<file path="config.mk">
export PLATFORM = sky130hd
export DESIGN_NAME = spi_hold_gate
export DESIGN_NICKNAME = d
export VERILOG_FILES = /design/src/rtl/spi_hold_pkg.sv /design/src/rtl/spi_hold_edge.sv /design/src/rtl/spi_hold_fsm.sv /design/src/rtl/spi_hold_so.sv /design/src/rtl/spi_hold_rst.sv /design/src/rtl/spi_hold_gate.sv
export SDC_FILE = /design/constraint.sdc
export NUM_CORES = 1
export LEC_CHECK = 0
export BUFFER_PORTS_ARGS = -buffer_cell sky130_fd_sc_hd__buf_4
export CAP_MARGIN = 10
export CELL_PAD_IN_SITES_DETAIL_PLACEMENT = 0
export CELL_PAD_IN_SITES_GLOBAL_PLACEMENT = 1
export CORE_UTILIZATION = 25
export CTS_CLUSTER_SIZE = 10
export DETAILED_ROUTE_END_ITERATION = 8
export PLACE_DENSITY_LB_ADDON = 0.1
export SLEW_MARGIN = 40
export SYNTH_ARGS = -nofsm -noshare
export SYNTH_HDL_FRONTEND = slang
export SYNTH_SLANG_ARGS = --single-unit
</file>
<file path="constraint.sdc">
create_clock -name clk -period 1.4 [get_ports clk]
set_input_delay 0 -clock clk [delete_from_list [all_inputs] [get_ports clk]]
set_output_delay 0 -clock clk [all_outputs]
set_load 0.05 [all_outputs]
</file>
<file path="src/rtl/spi_hold_pkg.sv">
package spi_hold_pkg;
   typedef enum logic {
      HS_RUN   = 1'b0,
      HS_PAUSE = 1'b1
   } hold_state_t;
endpackage

</file>
<file path="src/rtl/spi_hold_edge.sv">
module spi_hold_edge (
   input  logic clk,
   input  logic rst_n,
   input  logic sck_i,
   input  logic cs_n_i,
   output logic sck_rise_o,
   output logic sck_fall_o,
   output logic cs_rise_o
);
   logic sck_q;
   logic cs_n_q;

   always_ff @(posedge clk or negedge rst_n) begin
      if (!rst_n) begin
         sck_q  <= 1'b0;
         cs_n_q <= 1'b1;
      end else begin
         sck_q  <= sck_i;
         cs_n_q <= cs_n_i;
      end
   end

   assign sck_rise_o = sck_i & ~sck_q;
   assign sck_fall_o = ~sck_i & sck_q;
   assign cs_rise_o  = cs_n_i & ~cs_n_q;
endmodule

</file>
<file path="src/rtl/spi_hold_fsm.sv">
module spi_hold_fsm
   import spi_hold_pkg::*;
(
   input  logic clk,
   input  logic rst_n,
   input  logic cs_n_i,
   input  logic sck_i,
   input  logic hold_n_i,
   output logic held_o,
   output logic held_nx_o
);
   hold_state_t st_q, st_nx;

   always_comb begin
      st_nx = st_q;
      if (cs_n_i) begin
         st_nx = HS_RUN;
      end else if (!sck_i) begin
         if (st_q == HS_RUN && !hold_n_i) begin
            st_nx = HS_PAUSE;
         end else if (st_q == HS_PAUSE && hold_n_i) begin
            st_nx = HS_RUN;
         end
      end
   end

   always_ff @(posedge clk or negedge rst_n) begin
      if (!rst_n) st_q <= HS_RUN;
      else        st_q <= st_nx;
   end

   assign held_o    = (st_q == HS_PAUSE);
   assign held_nx_o = (st_nx == HS_PAUSE);

   // a pause only begins in a selected, clock-low cycle with hold low
   assert_enter_sck_low_R4: assert property (@(posedge clk) disable iff (!rst_n)
      $rose(held_o) |-> $past(!sck_i && !cs_n_i && !hold_n_i))
      else $error("pause entered outside a clock-low selected cycle");

   // a pause ends on a clock-low release or on deselect
   assert_exit_sck_low_R6: assert property (@(posedge clk) disable iff (!rst_n)
      $fell(held_o) |-> $past(cs_n_i || (hold_n_i && !sck_i)))
      else $error("pause released while clock high");
endmodule

</file>
<file path="src/rtl/spi_hold_so.sv">
module spi_hold_so #(
   parameter int unsigned IO_W   = 1,
   parameter bit          REG_SO = 1'b1
) (
   input  logic            clk,
   input  logic            rst_n,
   input  logic [IO_W-1:0] so_data_i,
   input  logic            so_en_i,
   input  logic            cs_n_i,
   input  logic            held_i,
   input  logic            held_nx_i,
   output logic [IO_W-1:0] so_o,
   output logic            so_oe_o
);
   generate
      if (REG_SO) begin : g_reg
         logic [IO_W-1:0] so_q;
         logic            oe_q;
         always_ff @(posedge clk or negedge rst_n) begin
            if (!rst_n) begin
               so_q <= '0;
               oe_q <= 1'b0;
            end else begin
               if (!held_i && !held_nx_i) so_q <= so_data_i;
               oe_q <= so_en_i & ~cs_n_i & ~held_nx_i;
            end
         end
         assign so_o    = so_q;
         assign so_oe_o = oe_q;
      end else begin : g_comb
         assign so_o    = so_data_i;
         assign so_oe_o = so_en_i & ~cs_n_i & ~held_i;
      end
   endgenerate

   // the pad is never driven while the pause is active
   assert_float_held_R3: assert property (@(posedge clk) disable iff (!rst_n)
      held_i |-> !so_oe_o)
      else $error("serial output driven during pause");
endmodule

</file>
<file path="src/rtl/spi_hold_rst.sv">
module spi_hold_rst #(
   parameter int unsigned RST_CYCLES = 1
) (
   input  logic clk,
   input  logic rst_n,
   input  logic cs_rise_i,
   output logic core_rst_o
);
   localparam int unsigned CW = $clog2(RST_CYCLES + 1);

   logic [CW-1:0] cnt_q;

   always_ff @(posedge clk or negedge rst_n) begin
      if (!rst_n) begin
         cnt_q <= '0;
      end else if (cs_rise_i) begin
         cnt_q <= CW'(RST_CYCLES);
      end else if (cnt_q != '0) begin
         cnt_q <= cnt_q - 1'b1;
      end
   end

   assign core_rst_o = (cnt_q != '0);
endmodule

</file>
<file path="src/rtl/spi_hold_gate.sv">
module spi_hold_gate #(
   parameter int unsigned IO_W       = 1,
   parameter bit          REG_SO     = 1'b1,
   parameter int unsigned RST_CYCLES = 1
) (
   input  logic            clk,
   input  logic            rst_n,
   input  logic            cs_n_i,
   input  logic            sck_i,
   input  logic [IO_W-1:0] si_i,
   input  logic            hold_n_i,
   input  logic [IO_W-1:0] core_so_i,
   input  logic            core_so_oe_i,
   output logic            core_sck_rise_o,
   output logic            core_sck_fall_o,
   output logic [IO_W-1:0] core_si_o,
   output logic [IO_W-1:0] so_o,
   output logic            so_oe_o,
   output logic            core_rst_o
);
   generate
      if (IO_W < 1) begin : g_bad_width
         $error("IO_W must be at least 1");
      end
      if (RST_CYCLES < 1) begin : g_bad_rst
         $error("RST_CYCLES must be at least 1");
      end
   endgenerate

   logic sck_rise, sck_fall, cs_rise;
   logic held, held_nx;
   logic pass;

   spi_hold_edge u_edge (
      .clk        (clk),
      .rst_n      (rst_n),
      .sck_i      (sck_i),
      .cs_n_i     (cs_n_i),
      .sck_rise_o (sck_rise),
      .sck_fall_o (sck_fall),
      .cs_rise_o  (cs_rise)
   );

   spi_hold_fsm u_fsm (
      .clk       (clk),
      .rst_n     (rst_n),
      .cs_n_i    (cs_n_i),
      .sck_i     (sck_i),
      .hold_n_i  (hold_n_i),
      .held_o    (held),
      .held_nx_o (held_nx)
   );

   spi_hold_so #(.IO_W(IO_W), .REG_SO(REG_SO)) u_so (
      .clk       (clk),
      .rst_n     (rst_n),
      .so_data_i (core_so_i),
      .so_en_i   (core_so_oe_i),
      .cs_n_i    (cs_n_i),
      .held_i    (held),
      .held_nx_i (held_nx),
      .so_o      (so_o),
      .so_oe_o   (so_oe_o)
   );

   spi_hold_rst #(.RST_CYCLES(RST_CYCLES)) u_rst (
      .clk        (clk),
      .rst_n      (rst_n),
      .cs_rise_i  (cs_rise),
      .core_rst_o (core_rst_o)
   );

   assign pass = ~cs_n_i & ~held;

   always_ff @(posedge clk or negedge rst_n) begin
      if (!rst_n) begin
         core_sck_rise_o <= 1'b0;
         core_sck_fall_o <= 1'b0;
         core_si_o       <= '0;
      end else begin
         core_sck_rise_o <= sck_rise & pass;
         core_sck_fall_o <= sck_fall & pass;
         if (sck_rise && pass) core_si_o <= si_i;
      end
   end

   // rise and fall pulses never overlap
   assert_edge_exclusive_R2: assert property (@(posedge clk) disable iff (!rst_n)
      !(core_sck_rise_o && core_sck_fall_o))
      else $error("rise and fall pulses together");

   // the sampled serial input is frozen across a paused cycle
   assert_si_frozen_R5: assert property (@(posedge clk) disable iff (!rst_n)
      held |=> $stable(core_si_o) && !core_sck_rise_o)
      else $error("serial input moved during pause");

   // a core reset pulse always begins with the pause cleared
   assert_rst_clears_hold_R8: assert property (@(posedge clk) disable iff (!rst_n)
      $rose(core_rst_o) |-> !held)
      else $error("pause survived deselect");
endmodule

</file>
==> results of run 1 <==
==> final timing paths <==
path / startpoint / endpoint / cells past startpoint
setup / recovery: cs_n_i / core_si_o / 4
hold / removal: core_so_i / u_so.so_o / 3
setup reg to reg: u_fsm.held_o / core_si_o / 2
hold reg to reg: u_edge.cs_n_q / u_rst.core_rst_o / 1
max in group asynchronous: rst_n / u_edge.cs_n_q / 2
min in group asynchronous: rst_n / u_rst.core_rst_o / 2
==> sequential cells by signal (all words and copies together) (netlist names) <==
name,flops
core_sck_fall_o,1
core_sck_rise_o,1
core_si_o,1
u_edge.cs_n_q,1
u_edge.sck_q,1
u_fsm.held_o,1
u_rst.core_rst_o,1
u_so.so_o,1
u_so.so_oe_o,1
==> cell usage in the layout (no fill, tap or decap), drive strengths merged <==
cell type	netlist	layout
buf	0	13
o311ai	1	1
or4b	1	1
dfrtp	8	8
dfstp	1	1
nor4b	2	2
nor2b	2	2
nor2	1	1
mux2	1	1
inv	2	2
nand2	1	1
dlygate4sd3	0	5
clkbuf	0	4
o211a	1	1
nor3	2	2
==> metal layers <==
metal	track usage	wire [um]	part of all wire
met5	0	0	0
met4	0.0517	0	0
met3	0.0694	42	0.070
met2	0.167	268	0.45
met1	0.138	286	0.48
==> cell type report <==
cell class,instances,area share
flip-flops and latches,9,0.429
multi-input cells,12,0.194
clock buffers,4,0.0498
inverters,2,0.0142
repair buffers,18,0.280
well taps,14,0.0332
==> logic make-up (layout without fill, tap and decap cells) <==
kind of cell    count (synthesis)  in the layout  share of synthesized area
flops                           9              9                      0.673
simple gates                    9              9                      0.216
compound gates                  2              2                     0.0558
buf+inv                         2             24                     0.0223
mux                             1              1                     0.0335
==> cell usage after synthesis, drive strengths merged <==
master / n / share of area
dfrtp: 8 / 0.59
dfstp: 1 / 0.078
inv: 2 / 0.022
mux2: 1 / 0.033
nand2: 1 / 0.011
nor2: 1 / 0.011
nor2b: 2 / 0.037
nor3: 2 / 0.030
nor4b: 2 / 0.097
o211a: 1 / 0.030
o311ai: 1 / 0.026
or4b: 1 / 0.030
==> report_power, final <==
part	internal [mW]	switching [mW]	total, mW
combinational	0.0568	0.0828	0.140
clock	0.109	0.0852	0.195
sequential	0.281	0.0118	0.293
total	0.447	0.180	0.627
==> through the flow <==
stage	util	total power, mW	instances	hold WS [ns]
after floorplan	-	0.373	23	-0.296
after global placement	0.386	0.426	50	-0.175
after detailed placement	0.386	0.428	50	-0.171
after CTS	0.451	0.640	59	0.0262
after global routing	0.451	0.670	59	0.0387
final	0.451	0.627	59	0.0332
==> repair_timing <==
action                    CTS  global route
hold endpoints to repair   16             0
gates resized for setup     0             0
hold buffers                5             0
buffers inserted            0             0
==> tightest hold or removal path, cell delays in order <==
cell      delay (ns)
buf_4           0.10
inv_1           0.04
o311ai_1        0.09
==> metrics.txt, run 1 <==
status=finished, final reports clean; fillers=118; cells after synthesis=23; yosys warns=0; clk slew on worst S/H paths=0.06 ns; slowest CP cell=dlygate4sd3_1; routability cong.=0.693; Final TNS setup=0 ns; Max Transition Viols Final=0; nets=54; register area=226 um^2; Die Wd=38.7 um; GRT Overall Usage=0.116; core area=1170 um^2; area post-placement=452 um^2; Clk Latency, worst-skew pair=0.25 ns; layout cells sized above 1=0.422; TritonCTS clock tree=built; LEAKAGE=0.261 nW; minimum clock period=1.23 ns; initial drt markers=3; DR pass1 iterations=4; Netlist Area Pre-Place=337 um^2; worst endpoint data arrival time=1.36 ns; Clock Sinks=9; Setup WS pre-CTS=0.215 ns; fin crit share=0.876; footprint of the multi-input gates=103 um^2; Netlist cell types=13; Worst Setup End Kind=flop; Clock Tree Buf Depth=2; CP Class=primary input to flop; RSZ-0062 raised after global routing=false; Initial Utilization=0.287; Detailed Place HPWL=442 um; Post-Layout Inst Area=528 um^2; via count=250; DRC=0; worst-path cell chain=dlygate4sd3_1, buf_4, nor4b_4, mux2_2; CTS Root Cell=clkbuf_4; post-synth net total=31; sequential share of the synthesized area=0.673; setup slack, reg-to-reg=0.21 ns; Site Rows=12; Clock Skew=0.00704 ns; Peak VDD IR=728 uV; initial antenna violation count=0; H-Tree Depth=1; wire length per cell=10.1 um; die height=38.7 um; vias per std cell=4.24; setup ws final=0.174 ns; Max Cap Viol=0; GR Overflow Total=0; max_slew headroom=0.825; FF+latch count, synth=9; WP buf/inv=2; n_diodes=0; Slew @ Worst Pin=0.258 ns; first-pass GRT wire length=1110 um; number of global-route vias before repair=255; Max Fclk=816 MHz; Syn Area/Cell=14.6 um^2; CP required=1.53 ns; Max stage delay on crit path=0.53 ns; Area Growth Syn to Fin=56.9%; final setup fails=0; drt total wl=597 um; worst hold path class=primary input to flop; CP top delay family=buffers and inverters; Crit Path Max Fanout=7; DRT antenna net count=0; Num CTS Buffers=3; largest net degree at the start of global routing=10; PortBufs=13; P per Cell Area=1190 nW/um^2; startpoint class of the critical path=primary input; Ports=14; Final Hold Vio Count=0; total die area=1500 um^2
Power figures use the tool's default switching activity.
==> run 2, diff against run 1 <==
RECOVER_POWER = 25   (was default)
==> metrics.txt, run 2 (synthesis results as in run 1) <==
status=finished, final reports clean; initial drt markers=3; Post-Layout Cell Count=59; largest net degree at the start of global routing=10; GRT Overall Usage=0.116; vias per std cell=4.27; Peak VDD IR=728 uV; initial antenna violation count=0; Clock Sinks=9; LEAKAGE=0.258 nW; die height=38.7 um; worst hold path class=primary input to flop; Final TNS setup=0 ns; core area=1170 um^2; Ports=14; fin crit share=0.876; postcts setup bufs=0; clk slew on worst S/H paths=0.06 ns; CP Class=primary input to flop; drt total wl=594 um; wire length per cell=10.1 um; minimum clock period=1.23 ns; number of global-route vias before repair=255; RSZ-0062 raised after global routing=false; DR pass1 iterations=4; TritonCTS clock tree=built; Num CTS Buffers=3; Die Wd=38.7 um; Clk Latency, worst-skew pair=0.25 ns; Detailed Place HPWL=442 um; Max Transition Viols Final=0; Worst Setup End Kind=flop; most common cell after layout, fill and taps aside=buf_4; Max Cap Viol=0; total die area=1500 um^2; most frequent cells in the layout=buf_4, dfrtp_1, dlygate4sd3_1, clkbuf_4; Post-CTS Resized=0; final setup fails=0; Crit Path Max Fanout=7; n_diodes=0; DRT antenna net count=0; max_slew headroom=0.689; layout cells sized above 1=0.400; Final Hold Vio Count=0; CP required=1.53 ns; Post-Place Cells=50; Clock Tree Buf Depth=2; first-pass GRT wire length=1110 um; PortBufs=13; Slew @ Worst Pin=0.467 ns; Area Growth Syn to Fin=55.8%; DRC=0; P per Cell Area=1190 nW/um^2; GR Overflow Total=0; Site Rows=12; startpoint class of the critical path=primary input; Initial Utilization=0.287; nets=54; routability cong.=0.693; worst endpoint data arrival time=1.36 ns; Clock Skew=0.00716 ns; Max Fclk=816 MHz; via count=252; CTS Root Cell=clkbuf_4; H-Tree Depth=1
## run 2: changes by cell type in the layout (fill, tap and decap cells not counted)
cell and delta:
buf_4 -1, clkbuf_1 +1
## run 2: final cells by class
cell class	instances	area, um^2
multi-input combinational	12	103
timing repair buffer	18	144
inverter	2	7.51
clock buffer	4	26.3
fill	118	647
tap	14	17.5
sequential	9	226
## run 2: worst paths after layout
path                                    start                to  slack, ns  depth (start not counted)
worst min register to register  u_edge.cs_n_q  u_rst.core_rst_o       0.46                          1
worst max register to register   u_fsm.held_o         core_si_o       0.21                          2
worst max-delay path                   cs_n_i         core_si_o       0.17                          4
max in group asynchronous               rst_n     u_edge.cs_n_q       0.86                          2
worst min-delay path                core_so_i         u_so.so_o       0.03                          3
min in group asynchronous               rst_n  u_rst.core_rst_o       0.20                          2
## run 2: what timing repair did
action | in CTS | in global routing
hold buffers | 5 | 0
endpoints found under the hold margin | 16 | 0
endpoints found under the setup margin | 0 | 0
## run 2: routing by layer
metal | GRT usage | share of wire
met5 | 0 | 0
met1 | 0.138 | 0.47
met4 | 0.0517 | 0
met3 | 0.0694 | 0.071
met2 | 0.167 | 0.45
## run 2: critical path, cell delays in order
cell           delay (ns)
dlygate4sd3_1        0.53
buf_4                0.17
nor4b_4              0.30
mux2_2               0.36
## run 2: metrics by stage
| stage | instance area (um^2) | total power [mW] | util | hold WS, ns | setup slack (ns) |
|---|---|---|---|---|---|
| 3_5_place_dp | 452 | 0.428 | 0.386 | -0.171 | 0.215 |
| 2_1_floorplan | 337 | 0.373 | - | -0.296 | 0.129 |
| 5_1_grt | 524 | 0.668 | 0.448 | 0.0387 | 0.144 |
| 4_1_cts | 528 | 0.640 | 0.451 | 0.0262 | 0.182 |
| 6_report | 524 | 0.626 | 0.448 | 0.0330 | 0.174 |
| 3_3_place_gp | 452 | 0.426 | 0.386 | -0.175 | 0.261 |
## run 2: power breakdown
part | internal (mW) | switching, mW | total (mW)
combinational | 0.0555 | 0.0827 | 0.138
sequential | 0.281 | 0.0118 | 0.293
clock | 0.110 | 0.0853 | 0.195
